===== config.mk =====
export PLATFORM = sky130hd
export DESIGN_NAME = irq_restart_unit
export DESIGN_NICKNAME = d
export VERILOG_FILES = /design/src/rtl/irq_pkg.sv /design/src/rtl/irq_capture.sv /design/src/rtl/irq_arbiter.sv /design/src/rtl/irq_opdec.sv /design/src/rtl/irq_restart_unit.sv
export SDC_FILE = /design/constraint.sdc
export NUM_CORES = 1
export LEC_CHECK = 0
export BUFFER_PORTS_ARGS = -buffer_cell sky130_fd_sc_hd__buf_2
export CELL_PAD_IN_SITES_DETAIL_PLACEMENT = 1
export CELL_PAD_IN_SITES_GLOBAL_PLACEMENT = 2
export CORE_MARGIN = 2
export CORE_UTILIZATION = 28
export CTS_BUF_LIST = sky130_fd_sc_hd__clkbuf_2
export CTS_CLUSTER_DIAMETER = 120
export DETAILED_ROUTE_END_ITERATION = 8
export GPL_TIMING_DRIVEN = 0
export PLACE_DENSITY_LB_ADDON = 0.1
export SYNTH_ARGS = -nofsm -noshare
export SYNTH_HDL_FRONTEND = slang
export SYNTH_HIERARCHICAL = 1
export SYNTH_SLANG_ARGS = --single-unit

===== constraint.sdc =====
create_clock -name clk -period 4.9 [get_ports clk]
set_input_delay 0.735 -clock clk [delete_from_list [all_inputs] [get_ports clk]]
set_output_delay 0.735 -clock clk [all_outputs]
set_load 0.05 [all_outputs]

===== src/rtl/irq_pkg.sv =====
package irq_pkg;
  localparam int VEC_W = 16;
  localparam int OP_W  = 8;
  localparam int NLINE = 5;

  // bit positions in the captured request vector (priority order: high bit wins)
  localparam int B_TRAP = 4;
  localparam int B_HI   = 3;
  localparam int B_MID  = 2;
  localparam int B_LO   = 1;
  localparam int B_GEN  = 0;

  // restart slot numbers used by the half-step lines
  localparam logic [2:0] N_TRAP = 3'd4;
  localparam logic [2:0] N_HI   = 3'd7;
  localparam logic [2:0] N_MID  = 3'd6;
  localparam logic [2:0] N_LO   = 3'd5;

  localparam logic [OP_W-1:0] OP_CALL     = 8'hCD;
  localparam logic [OP_W-1:0] OP_RST_MASK = 8'hC7;

  typedef enum logic [2:0] {
    SRC_NONE = 3'd0,
    SRC_TRAP = 3'd1,
    SRC_HI   = 3'd2,
    SRC_MID  = 3'd3,
    SRC_LO   = 3'd4,
    SRC_GEN  = 3'd5
  } irq_src_e;

  // slot n lives at n*8
  function automatic logic [VEC_W-1:0] slot_addr(input logic [2:0] n);
    return VEC_W'({n, 3'b000});
  endfunction

  // half-step line sits 4 bytes above its slot
  function automatic logic [VEC_W-1:0] half_addr(input logic [2:0] n);
    return slot_addr(n) | VEC_W'(4);
  endfunction

  function automatic logic [VEC_W-1:0] src_addr(input irq_src_e s);
    case (s)
      SRC_TRAP: return half_addr(N_TRAP);
      SRC_HI:   return half_addr(N_HI);
      SRC_MID:  return half_addr(N_MID);
      SRC_LO:   return half_addr(N_LO);
      default:  return '0;
    endcase
  endfunction

  function automatic irq_src_e bit_to_src(input int b);
    case (b)
      B_TRAP:  return SRC_TRAP;
      B_HI:    return SRC_HI;
      B_MID:   return SRC_MID;
      B_LO:    return SRC_LO;
      B_GEN:   return SRC_GEN;
      default: return SRC_NONE;
    endcase
  endfunction
endpackage


===== src/rtl/irq_capture.sv =====
module irq_capture
  import irq_pkg::*;
(
  input  logic             clk,
  input  logic             rst_n,
  input  logic             pre_latch,
  input  logic             nmi_req,
  input  logic             vreq_hi,
  input  logic             vreq_mid,
  input  logic             vreq_lo,
  input  logic             gen_req,
  input  logic             hi_clear,
  output logic             pend_hi,
  output logic [NLINE-1:0] smp,
  output logic             smp_tog
);
  logic prev_hi;
  logic hi_rise;

  assign hi_rise = vreq_hi & ~prev_hi;

  // edge detector and pending latch for the high line
  always_ff @(posedge clk or negedge rst_n) begin
    if (!rst_n) begin
      prev_hi <= 1'b0;
      pend_hi <= 1'b0;
    end else begin
      prev_hi <= vreq_hi;
      if (hi_clear)     pend_hi <= 1'b0;
      else if (hi_rise) pend_hi <= 1'b1;
    end
  end

  // capture on the falling edge of the cycle before address latch
  always_ff @(negedge clk or negedge rst_n) begin
    if (!rst_n) begin
      smp     <= '0;
      smp_tog <= 1'b0;
    end else if (pre_latch) begin
      smp[B_TRAP] <= nmi_req;
      smp[B_HI]   <= pend_hi;
      smp[B_MID]  <= vreq_mid;
      smp[B_LO]   <= vreq_lo;
      smp[B_GEN]  <= gen_req;
      smp_tog     <= ~smp_tog;
    end
  end


  hi_latch_fall_chk: assert property (@(posedge clk) disable iff (!rst_n)
    $fell(pend_hi) |-> $past(hi_clear));
endmodule


===== src/rtl/irq_arbiter.sv =====
module irq_arbiter
  import irq_pkg::*;
(
  input  logic [NLINE-1:0] smp,
  input  logic [2:0]       mask,
  input  logic             ie,
  output logic [NLINE-1:0] elig,
  output logic [NLINE-1:0] grant,
  output irq_src_e         src
);
  always_comb begin
    elig         = '0;
    elig[B_TRAP] = smp[B_TRAP];
    elig[B_HI]   = smp[B_HI]  & ~mask[2] & ie;
    elig[B_MID]  = smp[B_MID] & ~mask[1] & ie;
    elig[B_LO]   = smp[B_LO]  & ~mask[0] & ie;
    elig[B_GEN]  = smp[B_GEN] & ie;
  end

  // fixed priority: highest index wins
  always_comb begin
    grant = '0;
    src   = SRC_NONE;
    for (int b = 0; b < NLINE; b++) begin
      if (elig[b]) begin
        grant    = '0;
        grant[b] = 1'b1;
        src      = bit_to_src(b);
      end
    end
  end
endmodule


===== src/rtl/irq_opdec.sv =====
module irq_opdec
  import irq_pkg::*;
(
  input  logic             clk,
  input  logic             rst_n,
  input  logic             op_valid,
  input  logic [OP_W-1:0]  op_byte,
  output logic             op_done,
  output logic             op_is_rst,
  output logic             op_is_call,
  output logic [VEC_W-1:0] op_vec
);
  logic is_rst_c, is_call_c;

  assign is_rst_c  = (op_byte & OP_RST_MASK) == OP_RST_MASK;
  assign is_call_c = op_byte == OP_CALL;

  always_ff @(posedge clk or negedge rst_n) begin
    if (!rst_n) begin
      op_done    <= 1'b0;
      op_is_rst  <= 1'b0;
      op_is_call <= 1'b0;
      op_vec     <= '0;
    end else begin
      op_done    <= op_valid;
      op_is_rst  <= op_valid & is_rst_c;
      op_is_call <= op_valid & is_call_c;
      op_vec     <= (op_valid & is_rst_c) ? slot_addr(op_byte[5:3]) : '0;
    end
  end


  op_flags_chk: assert property (@(posedge clk) disable iff (!rst_n)
    (op_is_rst || op_is_call) |-> $past(op_valid) && !(op_is_rst && op_is_call));
endmodule


===== src/rtl/irq_restart_unit.sv =====
module irq_restart_unit
  import irq_pkg::*;
(
  input  logic        clk,
  input  logic        rst_n,
  input  logic        nmi_req,
  input  logic        vreq_hi,
  input  logic        vreq_mid,
  input  logic        vreq_lo,
  input  logic        gen_req,
  input  logic        pre_latch,
  input  logic        insn_end,
  input  logic        ie_set,
  input  logic        ie_clr,
  input  logic        msk_wr,
  input  logic [7:0]  msk_wdata,
  output logic [7:0]  msk_rdata,
  output logic        ack_valid,
  output logic [2:0]  ack_src,
  output logic [15:0] ack_vec,
  input  logic        op_valid,
  input  logic [7:0]  op_byte,
  output logic        op_done,
  output logic        op_is_rst,
  output logic        op_is_call,
  output logic [15:0] op_vec
);
  localparam int WB_SETEN = 3;
  localparam int WB_HICLR = 4;

  logic [2:0]       mask_q;
  logic             ie_q;
  logic             used_tog;
  logic             pend_hi;
  logic [NLINE-1:0] smp;
  logic             smp_tog;
  logic [NLINE-1:0] elig, grant;
  irq_src_e         win_src;
  logic             fresh, accept, accept_mask, hi_clear;
  irq_src_e         ack_src_q;

  assign fresh       = smp_tog != used_tog;
  assign accept      = insn_end & fresh & (|grant);
  assign accept_mask = accept & ~grant[B_TRAP];
  assign hi_clear    = (accept & grant[B_HI]) | (msk_wr & msk_wdata[WB_HICLR]);

  irq_capture u_cap (
    .clk(clk), .rst_n(rst_n), .pre_latch(pre_latch),
    .nmi_req(nmi_req), .vreq_hi(vreq_hi), .vreq_mid(vreq_mid),
    .vreq_lo(vreq_lo), .gen_req(gen_req), .hi_clear(hi_clear),
    .pend_hi(pend_hi), .smp(smp), .smp_tog(smp_tog)
  );

  irq_arbiter u_arb (
    .smp(smp), .mask(mask_q), .ie(ie_q),
    .elig(elig), .grant(grant), .src(win_src)
  );

  irq_opdec u_op (
    .clk(clk), .rst_n(rst_n), .op_valid(op_valid), .op_byte(op_byte),
    .op_done(op_done), .op_is_rst(op_is_rst), .op_is_call(op_is_call),
    .op_vec(op_vec)
  );

  // masks and global enable
  always_ff @(posedge clk or negedge rst_n) begin
    if (!rst_n) begin
      mask_q <= '1;
      ie_q   <= 1'b0;
    end else begin
      if (msk_wr && msk_wdata[WB_SETEN]) mask_q <= msk_wdata[2:0];
      if (accept_mask)  ie_q <= 1'b0;
      else if (ie_clr)  ie_q <= 1'b0;
      else if (ie_set)  ie_q <= 1'b1;
    end
  end

  // acknowledge and capture consumption
  always_ff @(posedge clk or negedge rst_n) begin
    if (!rst_n) begin
      used_tog  <= 1'b0;
      ack_valid <= 1'b0;
      ack_src_q <= SRC_NONE;
      ack_vec   <= '0;
    end else begin
      if (insn_end) used_tog <= smp_tog;
      ack_valid <= accept;
      ack_src_q <= accept ? win_src : SRC_NONE;
      ack_vec   <= accept ? src_addr(win_src) : '0;
    end
  end

  assign ack_src   = ack_src_q;
  assign msk_rdata = {1'b0, pend_hi, vreq_mid, vreq_lo, ie_q, mask_q};


  grant_onehot_chk: assert property (@(posedge clk) disable iff (!rst_n)
    $onehot0(grant));

  trap_vec_chk: assert property (@(posedge clk) disable iff (!rst_n)
    (ack_valid && ack_src_q == SRC_TRAP) |-> ack_vec == 16'h0024);

  ie_drop_chk: assert property (@(posedge clk) disable iff (!rst_n)
    (ack_valid && ack_src_q != SRC_TRAP) |-> !ie_q);

  ack_boundary_chk: assert property (@(posedge clk) disable iff (!rst_n)
    ack_valid |-> $past(insn_end));

  hi_gate_chk: assert property (@(posedge clk) disable iff (!rst_n)
    (ack_valid && ack_src_q == SRC_HI) |-> ($past(ie_q) && !$past(mask_q[2])));

  mask_write_chk: assert property (@(posedge clk) disable iff (!rst_n)
    !$stable(mask_q) |-> $past(msk_wr && msk_wdata[WB_SETEN]));
endmodule


==> qor.yml <==
sta:
  setup_violations: 0
  maxSlewHeadroom_pct: 61.98
  tns_ns: 0
  rsz0062_at_grt: "no"
  final_hold_viol_count: 0
  final_max_slew_viol_count: 0
  tightest_slew_ns: 0.5703
  fin_skew_ns: 0.04531
global_routing:
  antenna_found_initial: 0
  first_global_vias: 1067
  grt_max_degree: 27
  grt_usage_pct: 10.83
  grt_pass1_wl_um: 4664
  grt_overflow: 0
finish:
  final_nets: 227
  nFillCells: 587
  antenna_cells: 0
  area_growth_pct: 30.15
  multiInputGateArea_um2: 555.5
  drive_above_1_share_pct: 52.28
  layout.area.seq_um2: 654.4
die:
  pin_count: 76
  die_h_um: 74.46
  dieWidth_um: 74.46
  die_area_um2: 5544
  core_area_um2: 4755
  start_util_pct: 29.24
  rows: 25
clock_network:
  clock_latency_ns: 0.35
  cts.repair.resized: 0
  tritoncts: "yes"
  cts_buffers: 3
  cts_buffer_depth: 2
  root_buffer: "clkbuf_2"
  cts_sinks: 26
  post_cts_buffers: 0
  path_clk_slew_ns: 0.25
  holdBufCountCts: 0
  h-tree-depth: 1
critical_path:
  crit_chain: "nand2b_1 -> a21oi_2 -> nor3_1 -> or4_4 -> o211ai_2 -> nor3b_1"
  start_kind: "register"
  arrival_ns: 4.54
  rr_worst_depth: 6
  rr_endpoint: "ack_vec[4]"
  cp-endpoint: "ack_vec[4]"
  path_class: "register to register"
  worstPathRequired_ns: 5.16
  reg2reg_from: "u_cap/smp[2]"
  crit_fanout: 4
  critical_path.max_stage_delay_ns: 0.55
  ff2ff_setup_slack_ns: 0.62
  crit_path_end_kind: "register"
  crit_start: "u_cap/smp[2]"
  critPathSlowestCell: "or4_4"
synth:
  syn_inst: 124
  ys_warn_count: 6
  netlist_area_um2: 1390
  synth_area_per_cell_um2: 11.21
route:
  drtPass1Iterations: 2
  dr_total_vias: 1027
  drc: 0
  ant_nets: 0
  wl_per_cell_um: 10.96
  wl_um: 2894
  via_per_inst: 3.890
  drt-initial-drc-count: 21
place:
  io_buffers: 45
  gp_congestion: 0.8231
  dpl.hpwl_um: 2365
power:
  power_density_nw_per_um2: 330.7
  power_leakage_uw: 0.001011
  totalPowerFinal_uw: 598.4
  ir_worst_vdd_uv: 103.6
flow_run:
  cap_violations: 0
status:
  status: "finished clean"
worst_hold_path:
  hp-class: "primary input to asynchronous set/reset pin"
[layout by cell type, fill, tap and decap left out, drive strengths merged]
| master | count |
|---|---|
| a211oi | 2 |
| a21o | 1 |
| a21oi | 3 |
| a22o | 1 |
| and2 | 1 |
| and3 | 3 |
| buf | 78 |
| clkbuf | 4 |
| conb | 26 |
| dfrtn | 6 |
| dfrtp | 17 |
| dfstp | 3 |
| inv | 5 |
| mux2 | 9 |
| nand2 | 6 |
| nand2b | 5 |
| nand3b | 1 |
| nand4 | 1 |
| nor2 | 5 |
| nor2b | 1 |
| nor3 | 7 |
| nor3b | 2 |
| nor4 | 2 |
| o211ai | 1 |
| o21ai | 1 |
| or4 | 1 |
| or4b | 1 |
| xnor2 | 1 |
| xor2 | 3 |
[state kept, by name (all words and copies together) (netlist names)]
name and cells:
u_op/op_done 1, u_cap/pend_hi 1, u_cap/prev_hi 1, ack_src 3, u_op/op_is_rst 1, mask_q 3, u_cap/smp_tog 1, u_op/op_vec 3
ie_q 1, ack_vec 3, ack_valid 1, used_tog 1, u_op/op_is_call 1, u_cap/smp 5
[power by group]
part	internal (uW)	switching, uW	leakage, uW
Sequential	246	20.9	0.000328
Combinational	80.9	164	0.000667
Clock	21.5	65.1	0.0000166
[final cells by class]
type / instances / share of cell area [%]
Timing Repair Buffer: 45 / 12.45
Inverter: 5 / 1.037
Multi-Input combinational cell: 84 / 30.71
Sequential cell: 26 / 36.17
Clock buffer: 4 / 1.106
Tap cell: 67 / 4.633
Buffer: 33 / 13.90
[metal layers]
| layer | GRT usage (%) | share of wire, % | wire, um |
|---|---|---|---|
| met1 | 12.72 | 40 | 1164 |
| met2 | 19.57 | 53 | 1543 |
| met3 | 1.355 | 5.8 | 169 |
| met4 | 4.960 | 0.59 | 17 |
| met5 | 0 | 0 | 0 |
[worst max-delay path, delay by kind of cell (launching register included)]
family | cells | cell delay, ns
compound gates | 2 | 0.46
simple gates | 4 | 0.84
flops | 1 | 0.49
[through the flow]
stage                     hold WS [ns]  utilization [%]  std cells  worst slack (ns)  instance area (um^2)
after CTS                       0.3272            38.05        264            0.6124                  1809
final                           0.3226            38.05        264            0.6180                  1809
after global routing            0.3529            38.05        264            0.5041                  1809
after detailed placement        0.4513            37.63        260            0.5945                  1789
after global placement          0.4531            37.63        260            0.6548                  1789
after floorplan                 0.4296                -        148            0.7654                  1480
[worst min-delay path by stage]
stage               endpoint  slack, ns  cells past startpoint          start
2_1_floorplan  u_cap/smp_tog       0.43                      1  u_cap/smp_tog
3_3_place_gp   u_cap/smp_tog       0.45                      1  u_cap/smp_tog
3_5_place_dp   u_cap/smp_tog       0.45                      1  u_cap/smp_tog
4_1_cts           ack_src[0]       0.33                      1          rst_n
5_1_grt           ack_src[0]       0.35                      1          rst_n
6_report          ack_src[0]       0.32                      1          rst_n
No activity file was read; power rests on OpenSTA's default activity.
